[src/rtl/wdog2_pkg.sv]
package wdog2_pkg;
  localparam int WD_ADDR_W = 3;

  typedef enum logic [WD_ADDR_W-1:0] {
    WA_RELOAD = 3'd0,
    WA_TIMER  = 3'd1,
    WA_UPPER  = 3'd2,
    WA_STAT1  = 3'd3,
    WA_STAT2  = 3'd4,
    WA_CTRL   = 3'd5
  } wd_addr_e;

  typedef struct packed {
    logic first_to;
    logic second_to;
    logic boot;
  } wd_flags_t;

  typedef struct packed {
    logic first_to;
    logic second_to;
    logic boot;
  } wd_clr_t;
endpackage

[src/rtl/wdog2_counter.sv]
module wdog2_counter #(
  parameter int CNT_W   = 10,
  parameter int RST_CNT = 4
) (
  input  logic             clk,
  input  logic             rst_n,
  input  logic             tick_en,
  input  logic             halt,
  input  logic             reload,
  input  logic [CNT_W-1:0] load_val,
  input  logic             armed,
  output logic [CNT_W-1:0] cnt,
  output logic             expire_first,
  output logic             expire_second
);
  logic step;
  logic at_zero;
  logic expire;

  assign step    = tick_en & ~halt;
  assign at_zero = (cnt == '0);
  // a reload in the same cycle pre-empts the expiry
  assign expire        = step & at_zero & ~reload;
  assign expire_first  = expire & ~armed;
  assign expire_second = expire & armed;

  always_ff @(posedge clk) begin
    if (!rst_n) begin
      cnt <= CNT_W'(RST_CNT);
    end else if (reload) begin
      cnt <= load_val;
    end else if (step) begin
      if (at_zero) cnt <= load_val;
      else         cnt <= cnt - 1'b1;
    end
  end
endmodule

[src/rtl/wdog2_status.sv]
module wdog2_status
  import wdog2_pkg::*;
#(
  parameter bit COMBINED = 1'b0
) (
  input  logic      clk,
  input  logic      rst_n,
  input  logic      set_first,
  input  logic      set_second,
  input  logic      set_boot,
  input  wd_clr_t   clr,
  output wd_flags_t flags
);
  // set takes priority over a simultaneous write-one-to-clear
  always_ff @(posedge clk) begin
    if (!rst_n)              flags.first_to <= 1'b0;
    else if (set_first)      flags.first_to <= 1'b1;
    else if (clr.first_to)   flags.first_to <= 1'b0;
  end

  always_ff @(posedge clk) begin
    if (!rst_n)              flags.second_to <= 1'b0;
    else if (set_second)     flags.second_to <= 1'b1;
    else if (clr.second_to)  flags.second_to <= 1'b0;
  end

  generate
    if (COMBINED) begin : g_no_boot
      logic unused_boot;
      assign unused_boot = set_boot | clr.boot;
      assign flags.boot  = 1'b0;
    end else begin : g_boot
      always_ff @(posedge clk) begin
        if (!rst_n)          flags.boot <= 1'b0;
        else if (set_boot)   flags.boot <= 1'b1;
        else if (clr.boot)   flags.boot <= 1'b0;
      end
    end
  endgenerate
endmodule

[src/rtl/wdog2_regs.sv]
module wdog2_regs
  import wdog2_pkg::*;
#(
  parameter int CNT_W    = 10,
  parameter int UPPER_W  = 6,
  parameter int DATA_W   = 32,
  parameter int TMO_MIN  = 4,
  parameter int RST_TMO  = 4,
  parameter bit COMBINED = 1'b0
) (
  input  logic                 clk,
  input  logic                 rst_n,
  input  logic                 reg_wr,
  input  logic [WD_ADDR_W-1:0] reg_addr,
  input  logic [DATA_W-1:0]    reg_wdata,
  input  logic [CNT_W-1:0]     cnt,
  input  wd_flags_t            flags,
  output logic [CNT_W-1:0]     timeout,
  output logic                 halt,
  output logic                 no_reboot,
  output logic                 reload_req,
  output wd_clr_t              clr,
  output logic [DATA_W-1:0]    reg_rdata
);
  localparam int HALT_BIT  = 0;
  localparam int NR_BIT    = COMBINED ? 4 : 5;
  localparam int TO_BIT    = 3;
  localparam int SEC1_BIT  = 17;
  localparam int SEC2_BIT  = 1;
  localparam int BOOT_BIT  = 2;
  localparam int TMR_TOP   = CNT_W + UPPER_W;

  logic [UPPER_W-1:0] upper;
  logic               hit_reload, hit_timer, hit_upper, hit_s1, hit_s2, hit_ctrl;
  logic [CNT_W-1:0]   wr_val;

  assign wr_val     = reg_wdata[CNT_W-1:0];
  assign hit_reload = reg_wr && (reg_addr == WA_RELOAD);
  assign hit_timer  = reg_wr && (reg_addr == WA_TIMER);
  assign hit_upper  = reg_wr && (reg_addr == WA_UPPER);
  assign hit_s1     = reg_wr && (reg_addr == WA_STAT1);
  assign hit_s2     = reg_wr && (reg_addr == WA_STAT2);
  assign hit_ctrl   = reg_wr && (reg_addr == WA_CTRL);

  assign reload_req = hit_reload && (wr_val == CNT_W'(1));

  always_ff @(posedge clk) begin
    if (!rst_n) begin
      timeout <= CNT_W'(RST_TMO);
    end else if (hit_timer && (wr_val >= CNT_W'(TMO_MIN))) begin
      timeout <= wr_val;
    end
  end

  always_ff @(posedge clk) begin
    if (!rst_n)         upper <= '0;
    else if (hit_upper) upper <= reg_wdata[UPPER_W-1:0];
  end

  always_ff @(posedge clk) begin
    if (!rst_n) begin
      halt      <= 1'b1;
      no_reboot <= 1'b0;
    end else if (hit_ctrl) begin
      halt      <= reg_wdata[HALT_BIT];
      no_reboot <= reg_wdata[NR_BIT];
    end
  end

  assign clr.first_to = hit_s1 & reg_wdata[TO_BIT];

  generate
    if (COMBINED) begin : g_clr_comb
      assign clr.second_to = hit_s1 & reg_wdata[SEC1_BIT];
      assign clr.boot      = 1'b0;
    end else begin : g_clr_legacy
      assign clr.second_to = hit_s2 & reg_wdata[SEC2_BIT];
      assign clr.boot      = hit_s2 & reg_wdata[BOOT_BIT];
    end
  endgenerate

  always_comb begin
    reg_rdata = '0;
    case (reg_addr)
      WA_RELOAD: reg_rdata[CNT_W-1:0] = cnt;
      WA_TIMER:  reg_rdata[TMR_TOP-1:0] = {upper, timeout};
      WA_UPPER:  reg_rdata[UPPER_W-1:0] = upper;
      WA_STAT1: begin
        reg_rdata[TO_BIT] = flags.first_to;
        if (COMBINED) reg_rdata[SEC1_BIT] = flags.second_to;
      end
      WA_STAT2: begin
        if (!COMBINED) begin
          reg_rdata[SEC2_BIT] = flags.second_to;
          reg_rdata[BOOT_BIT] = flags.boot;
        end
      end
      WA_CTRL: begin
        reg_rdata[HALT_BIT] = halt;
        reg_rdata[NR_BIT]   = no_reboot;
      end
      default: reg_rdata = '0;
    endcase
  end
endmodule

[src/rtl/wdog2_top.sv]
module wdog2_top
  import wdog2_pkg::*;
#(
  parameter int CNT_W    = 10,
  parameter int UPPER_W  = 6,
  parameter int DATA_W   = 32,
  parameter int TMO_MIN  = 4,
  parameter int RST_TMO  = 4,
  parameter bit COMBINED = 1'b0
) (
  input  logic                 clk,
  input  logic                 rst_n,
  input  logic                 tick_en,
  input  logic                 boot_fail,
  input  logic                 reg_wr,
  input  logic [WD_ADDR_W-1:0] reg_addr,
  input  logic [DATA_W-1:0]    reg_wdata,
  output logic [DATA_W-1:0]    reg_rdata,
  output logic                 sys_rst_req
);
  logic [CNT_W-1:0] cnt_q;
  logic [CNT_W-1:0] timeout;
  logic             halt, no_reboot, reload_req;
  logic             exp_first, exp_second;
  wd_flags_t        flags;
  wd_clr_t          clr;
  logic             first_to, second_to;

  assign first_to  = flags.first_to;
  assign second_to = flags.second_to;

  wdog2_regs #(
    .CNT_W(CNT_W), .UPPER_W(UPPER_W), .DATA_W(DATA_W),
    .TMO_MIN(TMO_MIN), .RST_TMO(RST_TMO), .COMBINED(COMBINED)
  ) u_regs (
    .clk(clk), .rst_n(rst_n), .reg_wr(reg_wr), .reg_addr(reg_addr),
    .reg_wdata(reg_wdata), .cnt(cnt_q), .flags(flags),
    .timeout(timeout), .halt(halt), .no_reboot(no_reboot),
    .reload_req(reload_req), .clr(clr), .reg_rdata(reg_rdata)
  );

  wdog2_counter #(.CNT_W(CNT_W), .RST_CNT(RST_TMO)) u_cnt (
    .clk(clk), .rst_n(rst_n), .tick_en(tick_en), .halt(halt),
    .reload(reload_req), .load_val(timeout), .armed(flags.first_to),
    .cnt(cnt_q), .expire_first(exp_first), .expire_second(exp_second)
  );

  wdog2_status #(.COMBINED(COMBINED)) u_sts (
    .clk(clk), .rst_n(rst_n), .set_first(exp_first),
    .set_second(exp_second), .set_boot(boot_fail), .clr(clr),
    .flags(flags)
  );

  assign sys_rst_req = flags.second_to & ~no_reboot;
endmodule

[config.mk]
export PLATFORM = sky130hd
export DESIGN_NAME = wdog2_top
export DESIGN_NICKNAME = d
export VERILOG_FILES = /design/src/rtl/wdog2_pkg.sv /design/src/rtl/wdog2_counter.sv /design/src/rtl/wdog2_status.sv /design/src/rtl/wdog2_regs.sv /design/src/rtl/wdog2_top.sv
export SDC_FILE = /design/constraint.sdc
export NUM_CORES = 1
export LEC_CHECK = 0
export CAP_MARGIN = 0
export CELL_PAD_IN_SITES_DETAIL_PLACEMENT = 0
export CELL_PAD_IN_SITES_GLOBAL_PLACEMENT = 1
export CORE_MARGIN = 2
export CORE_UTILIZATION = 35
export CTS_CLUSTER_DIAMETER = 150
export CTS_CLUSTER_SIZE = 14
export DETAILED_ROUTE_END_ITERATION = 10
export GPL_TIMING_DRIVEN = 0
export PLACE_DENSITY_LB_ADDON = 0.1
export REMOVE_ABC_BUFFERS = 1
export SLEW_MARGIN = 20
export SYNTH_ARGS = -nofsm -noshare
export SYNTH_HDL_FRONTEND = slang
export SYNTH_SLANG_ARGS = --single-unit
[constraint.sdc]
create_clock -name clk -period 3.36 [get_ports clk]
set_input_delay 1.008 -clock clk [delete_from_list [all_inputs] [get_ports clk]]
set_output_delay 1.008 -clock clk [all_outputs]
set_load 0.02 [all_outputs]
==> summary by stage, run 1 <==
Logic synthesis
After synthesis, the largest family of logic cells by area is simple AND/OR/NAND/NOR gates. After synthesis, the mean cell area works out to 8.83 um2. Summing the areas of all and, or, nand and nor instances in the mapped netlist gives 27.9% of the synthesized area. The share of Yosys cell area claimed by the top area cell type is 30.7%. The proportion of synthesized area in mux cells is 18.9%. The fraction of the mapped netlist area in compound gates is 10.0%. Sequential cells were found to cover 30.7% of the synthesized design area.

The adder-cell area share of the yosys netlist is 0.619%. Ranked by total cell area, the synthesized netlist is headed by sky130_fd_sc_hd__dfxtp_1 31%, sky130_fd_sc_hd__mux2i_1 18%, sky130_fd_sc_hd__buf_4 7.1%, sky130_fd_sc_hd__nor2b_1 4.6%, sky130_fd_sc_hd__nor2_1 4.5%. Of all flip-flops after synthesis, the portion carrying an async set or reset was 0%.

In the synthesized netlist the dominant register cell turns out to be sky130_fd_sc_hd__dfxtp_1. The cell area after technology mapping is 0.00202 mm2. Yosys mapped a number of flops with a built-in enable equal to 0. The synthesized design contains 31 register bits. The dominant cell type by area after synthesis is sky130_fd_sc_hd__dfxtp_1.

Synthesis instantiated 47 different standard cells from the library. In the synthesized netlist, the number of instances is 229. The Yosys step of the flow raised 0 warnings. After Yosys synthesis, XOR and XNOR cells account for 0.433% of the synthesized area.

Clocking
TritonCTS built the clock tree. The number of hold buffers added after CTS is 0. The total setup buffers inserted after CTS is 0. The buffer depth of the longest clock path is 2.

Buffers inserted during clock tree synthesis total 5. The number of clock sinks is 31. The clock latency reported for the late side of the worst-skew pair is 280 ps. The clock edge transition at the registers on the reported setup and hold paths is 70 ps.

The root buffer cell chosen for the clock tree is sky130_fd_sc_hd__clkbuf_8. The H-tree depth is 2.

Drt
The post-detailed-routing wire length is 5.25 mm. After detailed routing, the number of vias per cell comes to 5.03. In the final routed layout, each cell accounts on average for 16.0 um.

The detailed-route DRC error count is 0. The number of DRC markers in iteration 0 is 72. The first detailed-routing pass ran for 4 iterations. The number of routed nets with antenna violations is 0. The detailed router placed 1651 vias in this run.

Final layout
In the layout the commonest cells are 36 x sky130_fd_sc_hd__mux2i_1, 31 x sky130_fd_sc_hd__dfxtp_1, 28 x sky130_fd_sc_hd__clkdlybuf4s50_1. Compared with the post-synthesis result, the final layout area differs by 20.0%. The post-route netlist has 10.5% of its cells at a drive strength greater than 1. Leaving out fill and tap cells, the most frequent cell in the layout is sky130_fd_sc_hd__mux2i_1. After routing the design area is 0.00243 mm2. The final net count is 296. The number of antenna diodes in the final layout is 0. After the flow finishes, the layout carries non-filler instances totaling 328. The final core utilization is 43.8%.

Global routing
The via count of the first global-routing pass is 1639. The total global-route track usage is 17.7%. The maximum number of pins on one net before global-route repair is 26. The first global-routing pass estimated 8.54 mm of wire. The initial antenna violation count came to 0. The total congestion overflow is 0.

Placed design
In this run the cell area measured after placement is 0.00230 mm2. In this run the tool buffered the top-level ports with 34 buffer cells. Counting tap cells, the placed design contains a total of 320 instances. At the placement stage, the worst setup path has a slack of -1220 ps. Routability-driven placement finished with a final weighted congestion of 0.827. The final HPWL from detailed placement is 3.83 mm.

Timing
Setup slack closes at 103 ps. Setup repair after global routing left no endpoint under its margin. The hold violation count in the final report is 0. Timing would allow up to 0.307 GHz. The setup skew after layout is 7.56 ps. Measured against its own limit, the worst slew margin works out to 46.3%. In the final timing run, aggregate negative setup slack is 0 ps. The worst path uses 96.9% of the clock period.

The final-report max-slew violation count is 0. Setup violations remaining at the end of the flow were counted as 0. The worst path in the final design needs a cycle of 3260 ps, including I/O delays and setup. For the pin with the worst max-slew slack, the measured transition is 803 ps.

Hold path
The path class of the lowest-slack min-delay path is reg -> reg. Along the worst hold path, the cell count comes to 2.

Die
The core region is 0.00554 mm2. The count of standard-cell rows is 27. The effective utilization at floorplan is 36.5%. The I/O pin count is 73. The y dimension of the die is 80.0 um. The x dimension of the die is 80.0 um. The overall die area is 0.00640 mm2.

Critical path
The kind of critical path is in -> out. The nature of the critical path endpoint is an output pin. In this run the worst path has a maximum fanout of 19. The length in cells of the worst reg-to-reg path is 7. The worst endpoint data arrival time is 2250 ps.

The highest-delay cell along the critical path is sky130_fd_sc_hd__clkdlybuf4s50_1. On the worst path, the slowest cell contributes a delay of 600 ps. The critical path goes through buf_4, nor2_4, and3_1, clkdlybuf4s50_1. For the worst setup path, the data required time is 2350 ps.

STA classifies the critical path startpoint as a primary input.

Power and ir drop
Of the total power, registers draw 43.2%. The switching share of power is 25.2%. Of the total power, the clock network draws 43.0%. The proportion of power drawn by combinational gates is 13.9%. The highest ir drop seen on vdd is 0.000193 V.

Cell internal power was estimated by the tool at 0.663 mW. The analysis attributes to cell leakage a power of 0.987 nW. The net switching component of the power is 0.223 mW.

In this run the power density over the cells is 365 mW/mm2.

Flow run
Max-cap violations in this run came to 0.

Status
The flow ran to the end, and the final reports show no timing, DRC or antenna violations.
==> flip-flops by register name, summed over array words and instances (netlist names) <==
name and count:
u_regs.upper 6, u_regs.no_reboot 1, u_cnt.cnt 10, u_regs.halt 1
u_sts.flags 3, u_regs.timeout 10
==> power by group through the flow <==
stage	registers [mW]	clock network [mW]	logic, mW
CTS	0.383	0.394	0.124
global route	0.383	0.412	0.134
global placement	0.391	0	0.124
detailed placement	0.391	0	0.123
floorplan	0.388	0	0.0635
finish	0.383	0.381	0.123
==> Yosys cell counts, types with 3 or more instances <==
library cell,count
sky130_fd_sc_hd__clkbuf_1,5
sky130_fd_sc_hd__nor3_1,10
sky130_fd_sc_hd__nor2b_1,15
sky130_fd_sc_hd__and3_1,8
sky130_fd_sc_hd__mux2i_1,36
sky130_fd_sc_hd__inv_1,5
sky130_fd_sc_hd__nand4_1,3
sky130_fd_sc_hd__a21oi_1,6
sky130_fd_sc_hd__nor2_1,24
sky130_fd_sc_hd__buf_6,3
sky130_fd_sc_hd__nand2_1,11
sky130_fd_sc_hd__o22ai_1,3
sky130_fd_sc_hd__dfxtp_1,31
sky130_fd_sc_hd__o21ai_0,5
sky130_fd_sc_hd__buf_4,19
sky130_fd_sc_hd__nand3_1,8
==> final timing paths <==
path              slack (ps)            from        endpoint
setup / recovery         100     reg_addr[2]   reg_rdata[13]
hold / removal           490  u_sts.flags[0]  u_sts.flags[0]
setup reg to reg        1360    u_cnt.cnt[0]  u_sts.flags[1]
hold reg to reg          490  u_sts.flags[0]  u_sts.flags[0]
==> critical path: cells and delay by family <==
family	cells	cell delay, ps
and+or+nand+nor	2	430
buffers and inverters	2	810
==> metal layers <==
layer  GRT usage (%)  up-vias  wire, um
met1            24.2      771      2610
met5               0        -         0
met3            3.05        7       157
li1                -      837         -
met4            5.08        0        65
met2            28.7       36      2420
==> timing repair <==
action                     in CTS  in global routing
resized for setup              23                  2
setup endpoints to repair      28                  3
cloned                          0                  0
==> metrics by stage <==
stage               power (mW)  hold WS, ps
floorplan                0.451          451
global placement         0.515          467
detailed placement       0.514          476
CTS                      0.900          491
global route             0.930          523
finish                   0.886          486
==> final cells by class <==
| type | count | area [um2] |
|---|---|---|
| Fill cell | 578 | 3110 |
| Multi-Input combinational cell | 178 | 1240 |
| Sequential cell | 31 | 621 |
| Timing Repair Buffer | 34 | 340 |
| Tap cell | 72 | 90.1 |
| Clock buffer | 6 | 82.6 |
| Clock inverter | 2 | 35.0 |
| Inverter | 5 | 18.8 |
==> kinds of logic (layout without fill, tap and decap cells) <==
family | Yosys count | after routing
and+or+nand+nor | 96 | 96
muxes | 37 | 37
buffers and inverters | 35 | 47
DFF | 31 | 31
AOI/OAI and AO/OA | 27 | 27
adders and majority gates | 1 | 1
other | 1 | 16
xor gates and xnor gates | 1 | 1
(Power assumes the default switching activity.)
==> inputs of run 2 (changes only) <==
CORE_MARGIN = 5   (was 2)
==> run 2 against run 1 <==
Core utilization fell by 0.62 points. Die area up 16%. Design area fell by 0.83%. Power shrank 6.5%. Clock skew fell by 0.62 ps. Global-route usage fell by 2.1 points. Wire length is 4.7% higher. Sequential share of layout area is 0.21 points higher. Count of clock-buffer cells in the layout grew 2. Maximum frequency shrank 0.32%. Via count is 1.8% higher. Critical endpoint is now reg_rdata[11]. Highest routed layer unchanged.
==> summary by stage, run 2 (same netlist as run 1, synthesis figures left out) <==
Clocking
The count of cells resized by post-cts repair is 24. The clock reaches the later pin of the worst-skew pair after 280 ps. The H-tree depth is 2. The number of clock sinks is 31. The buffer depth of the longest clock path is 2. The clock tree from TritonCTS is built. The clock edge transition at the registers on the reported setup and hold paths is 70 ps. The root buffer cell is sky130_fd_sc_hd__clkbuf_8. The number of hold buffers added after CTS was 0. Buffers added to address setup during post-CTS repair amount to 0.

The clock buffer count from CTS is 5.

Drt
Detailed routing inserted a total of 1680 vias. After detailed routing, the number of vias per cell comes to 5.12. The detail route stage leaves a number of antenna-violating nets equal to 0.

The number of iterations in the first detailed-routing pass is 4. The routed design has 5.50 mm of wire. The detailed-route DRC error count is 0. The per-cell routed wire length is 16.8 um. The number of DRC markers in iteration 0 is 67.

Global routing
For this run, the total global-route usage over all layers was measured as 15.6%. The via count of the first global-routing pass is 1713. The maximum number of pins on one net before global-route repair is 26.

The wire length of the first global-routing pass is 8.96 mm. The total congestion overflow is 0. The initial antenna violation count is 0.

Flow run
The number of maximum-capacitance constraint violations is 0.

Critical path
The startpoint identified for the worst register-to-register timing path is u_cnt.cnt[0]. The worst endpoint data arrival time is 2260 ps. Along the worst path, the maximum fanout reaches 17.

The worst register-to-register path ends at u_cnt.cnt[3]. The kind of critical path is in -> out. The nature of the critical path endpoint is an output pin. STA puts the critical path data required time at 2350 ps. The register-to-register setup slack is 1390 ps.

The length in cells of the worst reg-to-reg path is 7. The critical path starts at reg_addr[1]. STA classifies the critical path startpoint as a primary input.

Timing
Final hold analysis gives a worst-case slack of 503 ps. At the pin with the least slew margin, the transition time is 845 ps. The setup-violating endpoint count in the final report is 0. The setup skew after layout is 6.94 ps. The hold violation count in the final report is 0. The total negative slack for setup checks is 0 ps.

The routed design could run at a clock period as short as 3270 ps. The portion of the clock cycle consumed by the worst path in the final layout is 97.2%. Setup repair after global routing left no endpoint under its margin.

The final-report max-slew violation count is 0. The normalized max-slew margin is 43.5%. The achievable frequency is 0.306 GHz.

Hold path
The worst hold path begins at u_sts.flags[0]. The path class of the lowest-slack min-delay path is reg -> reg. The path with the worst hold slack has its endpoint at u_sts.flags[0]. The worst hold path was traced through 2 stages.

Placed design
The HPWL after detailed placement is 3.95 mm. At the end of routability-driven placement, the weighted congestion stood at 0.814. During placement, the flow inserted port buffers numbering 34. The post-placement cell area is 0.00230 mm2.

Status
The flow ran to the end, and the final reports show no timing, DRC or antenna violations.

Die
The x dimension of the die is 86.0 um. Once the floorplan was initialized, standard cells occupied 36.3% of the core. The I/O pin count is 73. After floorplanning, the core was divided into 27 placement rows. The area of the placeable core is 0.00557 mm2.

The y dimension of the die is 86.0 um. The overall die area is 0.00740 mm2.

Power and ir drop
For this design the ratio of total power to cell area is 345 mW/mm2. In this run the static leakage power is 1.00 nW. The design draws 0.829 mW. The highest ir drop seen on vdd is 0.000234 V.

Final layout
The most frequent standard cell in the layout excluding fill and tap cells is sky130_fd_sc_hd__mux2i_1. The share of final-layout standard cells stronger than drive strength 1 is 10.2%. The area growth from synthesis to final layout is 19.0%. The library cells used most frequently in the layout, excluding fill and tap cells, are 36 x sky130_fd_sc_hd__mux2i_1, 31 x sky130_fd_sc_hd__dfxtp_1, 26 x sky130_fd_sc_hd__clkdlybuf4s50_1.

With fillers left out, the area of the finished cells amounts to 0.00241 mm2. The number of antenna repair diodes is 0. The largest registers in the layout are u_cnt.cnt (10), u_regs.timeout (10), u_regs.upper (6). The final net count is 296.
run 2: cell type report:
type                    count  area (um2)
well taps                  72        90.1
inverters                   5        18.8
repair buffers             34         338
fillers                   609        3170
clock buffers               8         100
flip-flops and latches     31         621
multi-input cells         178        1240
run 2: worst max-delay path, stage by stage:
cell,delay [ps]
sky130_fd_sc_hd__buf_4,200
sky130_fd_sc_hd__nor2_4,250
sky130_fd_sc_hd__and3_1,190
sky130_fd_sc_hd__clkdlybuf4s50_1,600
run 2: report_power, final:
group / switching, mW / leakage (nW) / total, mW / internal [mW]
clock network: 0.137 / 0.0515 / 0.324 / 0.187
registers: 0.00788 / 0.251 / 0.383 / 0.375
logic: 0.0754 / 0.698 / 0.123 / 0.0472
run 2: stage by stage:
stage	utilization, %	cells	setup slack, ps
global placement	41.3	320	-1260
finish	43.2	328	92.8
floorplan	-	214	644
global route	43.2	328	41.2
detailed placement	41.3	320	-1210
CTS	43.1	328	64.9
run 2: worst max-delay path by stage:
stage / endpoint / slack, ps / cells past startpoint
CTS: reg_rdata[5] / 60 / 4
detailed placement: reg_rdata[1] / -1210 / 5
floorplan: reg_rdata[2] / 640 / 4
global placement: reg_rdata[1] / -1260 / 5
finish: reg_rdata[11] / 90 / 4
global route: reg_rdata[4] / 40 / 6
run 2: layer usage:
metal	vias up	global-route usage, %	share of wire (%)
li1	836	-	-
met1	791	21.8	49
met2	48	24.7	46
met3	5	2.88	4.7
met4	0	3.88	0.80
met5	-	0	0
